**src/rtl/dfs_pkg.sv**
```systemverilog
package dfs_pkg;
   // Events decoded from one block strobe.
   typedef struct packed {
      logic frame_evt;   // strobe that starts a new frame
      logic wrap_evt;    // strobe past the last block with no frame start
      logic step_evt;    // ordinary advance of an aligned counter
   } blk_evt_t;
endpackage

```
**src/rtl/dfs_blk_counter.sv**
```systemverilog
module dfs_blk_counter
   import dfs_pkg::*;
#(
   parameter int FRAME_BLKS = 272,
   parameter int CNT_W      = $clog2(FRAME_BLKS + 1)
) (
   input  logic             clk,
   input  logic             rst_n,
   input  logic             blk_stb,
   input  logic             frame_start,
   output logic [CNT_W-1:0] cnt_q,
   output logic [CNT_W-1:0] cnt_nxt,
   output blk_evt_t         evt
);
   localparam logic [CNT_W-1:0] LAST = CNT_W'(FRAME_BLKS);
   localparam logic [CNT_W-1:0] ONE  = CNT_W'(1);

   always_comb begin
      evt.frame_evt = blk_stb && frame_start;
      evt.wrap_evt  = blk_stb && !frame_start && (cnt_q == LAST);
      evt.step_evt  = blk_stb && !frame_start && (cnt_q != LAST) && (cnt_q != '0);
      if (evt.frame_evt || evt.wrap_evt) cnt_nxt = ONE;
      else if (evt.step_evt)             cnt_nxt = cnt_q + ONE;
      else                               cnt_nxt = cnt_q;
   end

   always_ff @(posedge clk or negedge rst_n) begin
      if (!rst_n) cnt_q <= '0;
      else        cnt_q <= cnt_nxt;
   end
endmodule

```
**src/rtl/dfs_flag_banks.sv**
```systemverilog
module dfs_flag_banks #(
   parameter int DATA_BLKS = 190,
   parameter int IDX_W     = 8,
   parameter int SEL_W     = $clog2(DATA_BLKS)
) (
   input  logic                 clk,
   input  logic                 rst_n,
   input  logic                 swap,
   input  logic                 mark_we,
   input  logic [IDX_W-1:0]     mark_idx,
   output logic [DATA_BLKS-1:0] rd_bits,
   output logic                 fill_all_set
);
   localparam logic [IDX_W-1:0] MAX_IDX = IDX_W'(DATA_BLKS);

   logic             fill_sel_q;
   logic             wr_bank;
   logic             wr_ok;
   logic [SEL_W-1:0] wr_sel;

   assign wr_ok   = mark_we && (mark_idx != '0) && (mark_idx <= MAX_IDX);
   assign wr_sel  = SEL_W'(mark_idx - IDX_W'(1));
   assign wr_bank = swap ? ~fill_sel_q : fill_sel_q;

   always_ff @(posedge clk or negedge rst_n) begin
      if (!rst_n)    fill_sel_q <= 1'b0;
      else if (swap) fill_sel_q <= ~fill_sel_q;
   end

   for (genvar b = 0; b < 2; b++) begin : g_bank
      logic [DATA_BLKS-1:0] bits_q;
      always_ff @(posedge clk or negedge rst_n) begin
         if (!rst_n) begin
            bits_q <= '0;
         end else begin
            if (swap && (fill_sel_q != 1'(b))) bits_q <= '0;
            if (wr_ok && (wr_bank == 1'(b)))   bits_q[wr_sel] <= 1'b1;
         end
      end
   end

   assign rd_bits      = fill_sel_q ? g_bank[0].bits_q : g_bank[1].bits_q;
   assign fill_all_set = fill_sel_q ? (&g_bank[1].bits_q) : (&g_bank[0].bits_q);
endmodule

```
**src/rtl/dfs_slot_map.sv**
```systemverilog
module dfs_slot_map #(
   parameter int DATA_BLKS = 190,
   parameter int OFFSET    = 28,
   parameter int CNT_W     = 9,
   parameter int IDX_W     = 8,
   parameter int SEL_W     = $clog2(DATA_BLKS)
) (
   input  logic [CNT_W-1:0]     cnt_nxt,
   input  logic [DATA_BLKS-1:0] rd_bits,
   output logic                 slot_hit,
   output logic [IDX_W-1:0]     slot_idx
);
   localparam logic [CNT_W-1:0] LO = CNT_W'(OFFSET + 1);
   localparam logic [CNT_W-1:0] HI = CNT_W'(OFFSET + DATA_BLKS);

   logic             in_win;
   logic [SEL_W-1:0] rel;

   assign in_win   = (cnt_nxt >= LO) && (cnt_nxt <= HI);
   assign rel      = SEL_W'(cnt_nxt - LO);
   assign slot_hit = in_win && !rd_bits[rel];
   assign slot_idx = IDX_W'(cnt_nxt - CNT_W'(OFFSET));
endmodule

```
**src/rtl/deferred_out_sched.sv**
```systemverilog
module deferred_out_sched
   import dfs_pkg::*;
#(
   parameter int FRAME_BLKS = 272,
   parameter int DATA_BLKS  = 190,
   parameter int OFFSET     = 28,
   parameter int IDX_W      = 8,
   parameter int CNT_W      = $clog2(FRAME_BLKS + 1)
) (
   input  logic             clk,
   input  logic             rst_n,
   input  logic             blk_stb,
   input  logic             frame_start,
   input  logic             sync_ok,
   input  logic             mark_we,
   input  logic [IDX_W-1:0] mark_idx,
   output logic             irq,
   output logic [IDX_W-1:0] rd_idx,
   output logic [CNT_W-1:0] blk_num
);
   if (OFFSET + DATA_BLKS > FRAME_BLKS) begin : g_bad_window
      $error("output window does not fit in a frame");
   end
   if (DATA_BLKS >= (1 << IDX_W)) begin : g_bad_idx
      $error("IDX_W too narrow for DATA_BLKS");
   end
   if (FRAME_BLKS >= (1 << CNT_W)) begin : g_bad_cnt
      $error("CNT_W too narrow for FRAME_BLKS");
   end

   blk_evt_t             evt;
   logic [CNT_W-1:0]     cnt_nxt;
   logic [DATA_BLKS-1:0] rd_bits;
   logic                 fill_all_set;
   logic                 slot_hit;
   logic [IDX_W-1:0]     slot_idx;
   logic                 pass_q;
   logic                 have_prev_q;

   dfs_blk_counter #(.FRAME_BLKS(FRAME_BLKS), .CNT_W(CNT_W)) u_cnt (
      .clk(clk), .rst_n(rst_n), .blk_stb(blk_stb), .frame_start(frame_start),
      .cnt_q(blk_num), .cnt_nxt(cnt_nxt), .evt(evt)
   );

   dfs_flag_banks #(.DATA_BLKS(DATA_BLKS), .IDX_W(IDX_W)) u_flags (
      .clk(clk), .rst_n(rst_n), .swap(evt.frame_evt), .mark_we(mark_we),
      .mark_idx(mark_idx), .rd_bits(rd_bits), .fill_all_set(fill_all_set)
   );

   dfs_slot_map #(.DATA_BLKS(DATA_BLKS), .OFFSET(OFFSET), .CNT_W(CNT_W),
                  .IDX_W(IDX_W)) u_map (
      .cnt_nxt(cnt_nxt), .rd_bits(rd_bits), .slot_hit(slot_hit), .slot_idx(slot_idx)
   );

   always_ff @(posedge clk or negedge rst_n) begin
      if (!rst_n) begin
         pass_q      <= 1'b0;
         have_prev_q <= 1'b0;
         irq         <= 1'b0;
         rd_idx      <= '0;
      end else begin
         irq <= 1'b0;
         if (evt.frame_evt) begin
            have_prev_q <= 1'b1;
            pass_q      <= sync_ok && have_prev_q && !fill_all_set;
         end else if (evt.wrap_evt || !sync_ok) begin
            pass_q <= 1'b0;
         end
         if (blk_stb) begin
            if (pass_q && sync_ok && slot_hit) begin
               irq    <= 1'b1;
               rd_idx <= slot_idx;
            end else begin
               rd_idx <= '0;
            end
         end
      end
   end
endmodule

```
**config.mk**
```make
export PLATFORM = sky130hd
export DESIGN_NAME = deferred_out_sched
export DESIGN_NICKNAME = d
export VERILOG_FILES = /design/src/rtl/dfs_pkg.sv /design/src/rtl/dfs_blk_counter.sv /design/src/rtl/dfs_flag_banks.sv /design/src/rtl/dfs_slot_map.sv /design/src/rtl/deferred_out_sched.sv
export SDC_FILE = /design/constraint.sdc
export NUM_CORES = 1
export LEC_CHECK = 0
export BUFFER_PORTS_ARGS = -buffer_cell sky130_fd_sc_hd__buf_2
export CORE_MARGIN = 2
export CORE_UTILIZATION = 55
export DETAILED_ROUTE_END_ITERATION = 16
export GPL_TIMING_DRIVEN = 0
export PLACE_DENSITY = 0.71
export SETUP_SLACK_MARGIN = 0.4
export SYNTH_ARGS = -nofsm -noshare
export SYNTH_HDL_FRONTEND = slang
export SYNTH_HIERARCHICAL = 1
export SYNTH_SLANG_ARGS = --single-unit
```
**constraint.sdc**
```tcl
create_clock -name clk -period 11.3 [get_ports clk]
set_input_delay 2.26 -clock clk [delete_from_list [all_inputs] [get_ports clk]]
set_output_delay 2.26 -clock clk [all_outputs]
set_load 0.05 [all_outputs]
```
==> impl_metrics.env <==
export IMPL_status="finished, violations left"
export IMPL_violations="capacitance limit, slew limit"
export IMPL_max_clock_freq_mhz=118.1
export IMPL_chipHeight_um=195.8
export IMPL_post_synth_top_count_cell="dfrtp_1"
export IMPL_critPathMaxStageDelay_ns=1.18
export IMPL_synth_edf_count=0
export IMPL_multi_input_comb_area_um2=8043
export IMPL_nNetsFinal=2403
export IMPL_dpl_cell_area_um2=21150
export IMPL_syn_inst=2294
export IMPL_cts_root_buf="clkbuf_16"
export IMPL_crit_arrival_ns=8.95
export IMPL_slew_limit_headroom_pct=-9.849
export IMPL_crit_buf_inv=6
export IMPL_track_usage_pct=42.78
export IMPL_yosys_warnings=6
export IMPL_nFillCells=3182
export IMPL_worst_pin_slew_ns=1.642
export IMPL_cp_cell_sequence="buf_2 -> nand2b_1 -> a31oi_4 -> xnor2_1 -> nand2b_1 -> buf_2 -> clkinv_1 -> ha_1 -> buf_2 -> buf_2 -> buf_1 -> mux4_2 -> mux2i_1 -> nor3_1 -> o41ai_1 -> o21ai_1 -> o41ai_2 -> nand3_1 -> o2bb2ai_1"
export IMPL_hp_class="reg -> reg"
export IMPL_synth_distinct_cells=67
export IMPL_yosysTopAreaCellShare_pct=49.61
export IMPL_synthTopCellsByCount="401 x dfrtp_1, 392 x inv_1, 370 x o22ai_1, 364 x nand2_1, 195 x o21ai_0"
export IMPL_post_route_period_util_pct=74.95
export IMPL_vias=19448
export IMPL_yosys_most_used_dff="dfrtp_1"
export IMPL_hold_viol=0
export IMPL_dr_pass1_iters=8
export IMPL_setup_viol=0
export IMPL_clk_path_buf_depth=3
export IMPL_post_drt_wl_per_cell_um=28.25
export IMPL_tritoncts="done"
export IMPL_antenna_found_initial=1
export IMPL_final_cell_area_um2=22620
export IMPL_path_clk_slew_ns=0.05
export IMPL_drive_above_1_share_pct=8.669
export IMPL_required_ns=11.78
export IMPL_utilization_pct=62.08
export IMPL_initial_core_util_pct=55.52
export IMPL_synth_fa_ha_area_share_pct=0.5567
export IMPL_wl_mm=81.37
export IMPL_seq_area_frac_synth_pct=49.61
export IMPL_synth_simple_area_share_pct=14.23
export IMPL_seqCellArea_um2=10030
export IMPL_syn_num_nets=2317
export IMPL_syn2layout_area_growth_pct=11.83
export IMPL_holdBufCountCts=0
export IMPL_avgSynthCellArea_um2=8.817
export IMPL_cts_sinks=401
export IMPL_ios=32
export IMPL_routed_via_density=6.753
export IMPL_max_cap_violations=7
export IMPL_slowest_stage="buf_1"
export IMPL_rsz0062_at_grt="false"
export IMPL_power_leakage_nw=8.880
export IMPL_drt_iter0_markers=2768
export IMPL_powerDensity_nw_per_um2=196.1
export IMPL_ys_seq_elements=401
export IMPL_final_setup_tns_ns=0
export IMPL_critPathTopFamily="buffers and inverters"
export IMPL_htreeDepth=2
export IMPL_synth_xor_xnor_area_share_pct=0.9031
export IMPL_worstSetupStartpointType="primary input"
export IMPL_num_rows=70
export IMPL_insertion_delay_ns=0.57
export IMPL_crit_path_frequent_cell="buf_2"
export IMPL_grt_pass1_vias=18573
export IMPL_cts_buffers=45
export IMPL_min_period_ns=8.470
export IMPL_dieArea_um2=38330
export IMPL_synth_compound_area_share_pct=19.48
export IMPL_postCtsSetupBuffers=0
export IMPL_fin_skew_ns=0.01237
export IMPL_vdd_ir_drop_worst_mv=0.2333
export IMPL_synth_mux_area_share_pct=4.435
export IMPL_crit_fanout=10
export IMPL_cts_resized=0
export IMPL_worstSetupEndpointType="register"
export IMPL_netlist_area_um2=20230
export IMPL_synth_area_top_cells="dfrtp_1 50%, o22ai_1 11%, inv_1 7.3%, nand2_1 6.8%, o21ai_0 4.8%"
export IMPL_critPathKind="in -> reg"
export IMPL_coreArea_um2=36430
export IMPL_overflow=0
export IMPL_gp_congestion=1.025
export IMPL_grt_max_degree=124
export IMPL_postRouteAntennaNets=0
export IMPL_synth_top_area_cell="dfrtp_1"
export IMPL_final_max_slew_viol_count=51
export IMPL_portBuffers=31
export IMPL_drc_errors=0
export IMPL_die_w_um=195.8
export IMPL_hpwl_mm=60.04
export IMPL_synth_top_family_by_area="compound AO/OA/AOI/OAI gates"
export IMPL_timing_hold_ws_ns=0.4748
export IMPL_grt_pass1_wl_mm=118.8
export IMPL_async_flop_share_pct=100.0
==> area by class of cell <==
type,count,share of cell area (%)
Buffer,160,3.109
Multi-Input combinational cell,1339,35.56
Antenna cell,1,0.01106
Clock buffer,65,5.841
Tap cell,468,2.589
Sequential cell,401,44.36
Clock inverter,13,0.6472
Inverter,394,6.538
Timing Repair Buffer,39,1.344
==> worst register-to-register path, stage by stage, from the launching register on <==
cell	delay, ns
dfrtp_1	0.42
inv_1	0.08
ha_1	0.13
nor2b_1	0.34
a41oi_2	0.20
nor2b_4	0.20
nand2b_1	0.24
buf_2	0.28
clkinv_1	0.49
ha_1	0.48
buf_2	0.23
buf_2	0.47
buf_1	1.18
mux4_2	0.44
mux2i_1	0.36
nor3_1	0.10
o41ai_1	0.76
o21ai_1	0.31
o41ai_2	0.13
nand3_1	0.37
o2bb2ai_1	0.26
==> flip-flops by register name (all words and copies together), names as in the netlist <==
register and cells:
u_flags/g_bank.bits_q 380, u_cnt/cnt_q 9, rd_idx 8, have_prev_q 1, irq 1, pass_q 1, u_flags/fill_sel_q 1
==> worst paths after layout <==
kind	start	to	slack [ns]	cells after the start
max	frame_start	rd_idx[4]	2.83	19
min	have_prev_q	have_prev_q	0.47	1
max reg2reg	u_cnt/cnt_q[0]	rd_idx[4]	3.75	20
min reg2reg	have_prev_q	have_prev_q	0.47	1
max in group asynchronous	rst_n	u_flags/g_bank[1].bits_q[132]	8.14	3
min in group asynchronous	rst_n	u_cnt/cnt_q[0]	1.68	1
==> layout by cell type, fill, tap and decap left out, types with 10 or more instances in the layout <==
cell	count
nor2_1	32
xnor2_1	10
nand4_1	104
buf_2	55
nand3_1	30
o21ai_0	195
clkbuf_16	45
nor4_1	26
o22ai_2	10
nand2b_1	10
mux2i_1	21
clkbuf_8	12
dfrtp_1	401
o22ai_1	370
clkbuf_1	122
inv_1	392
nor3_1	13
buf_6	11
nand2_1	364
mux4_2	29
==> stage by stage <==
stage	setup slack, ns	total power, mW	cells
final	2.830	4.436	2880
after floorplan	5.559	2.349	2294
after detailed placement	2.750	2.886	2801
after CTS	3.308	4.351	2879
after global placement	0.1705	2.866	2793
after global routing	3.005	4.523	2879
==> layer usage <==
layer / vias up / GRT usage, % / wire length, um
met4: 0 / 27.19 / 6272
met1: 9433 / 57.33 / 30090
met3: 368 / 13.03 / 11450
met2: 1465 / 60.81 / 33560
met5: - / 0 / 0
li1: 8182 / - / -
==> logic make-up after synthesis <==
group	count (synthesis)
and+or+nand+nor	618
adders and majority gates	9
AOI/OAI and AO/OA	639
buffers and inverters	554
muxes	53
xor gates and xnor gates	20
DFF	401
==> power by group <==
part           internal [mW]  leakage (nW)  switching (mW)
Clock                  0.875         0.728           0.601
Sequential              1.49          5.58          0.0570
Combinational          0.350          2.57            1.06
(Power assumes the default switching activity.)
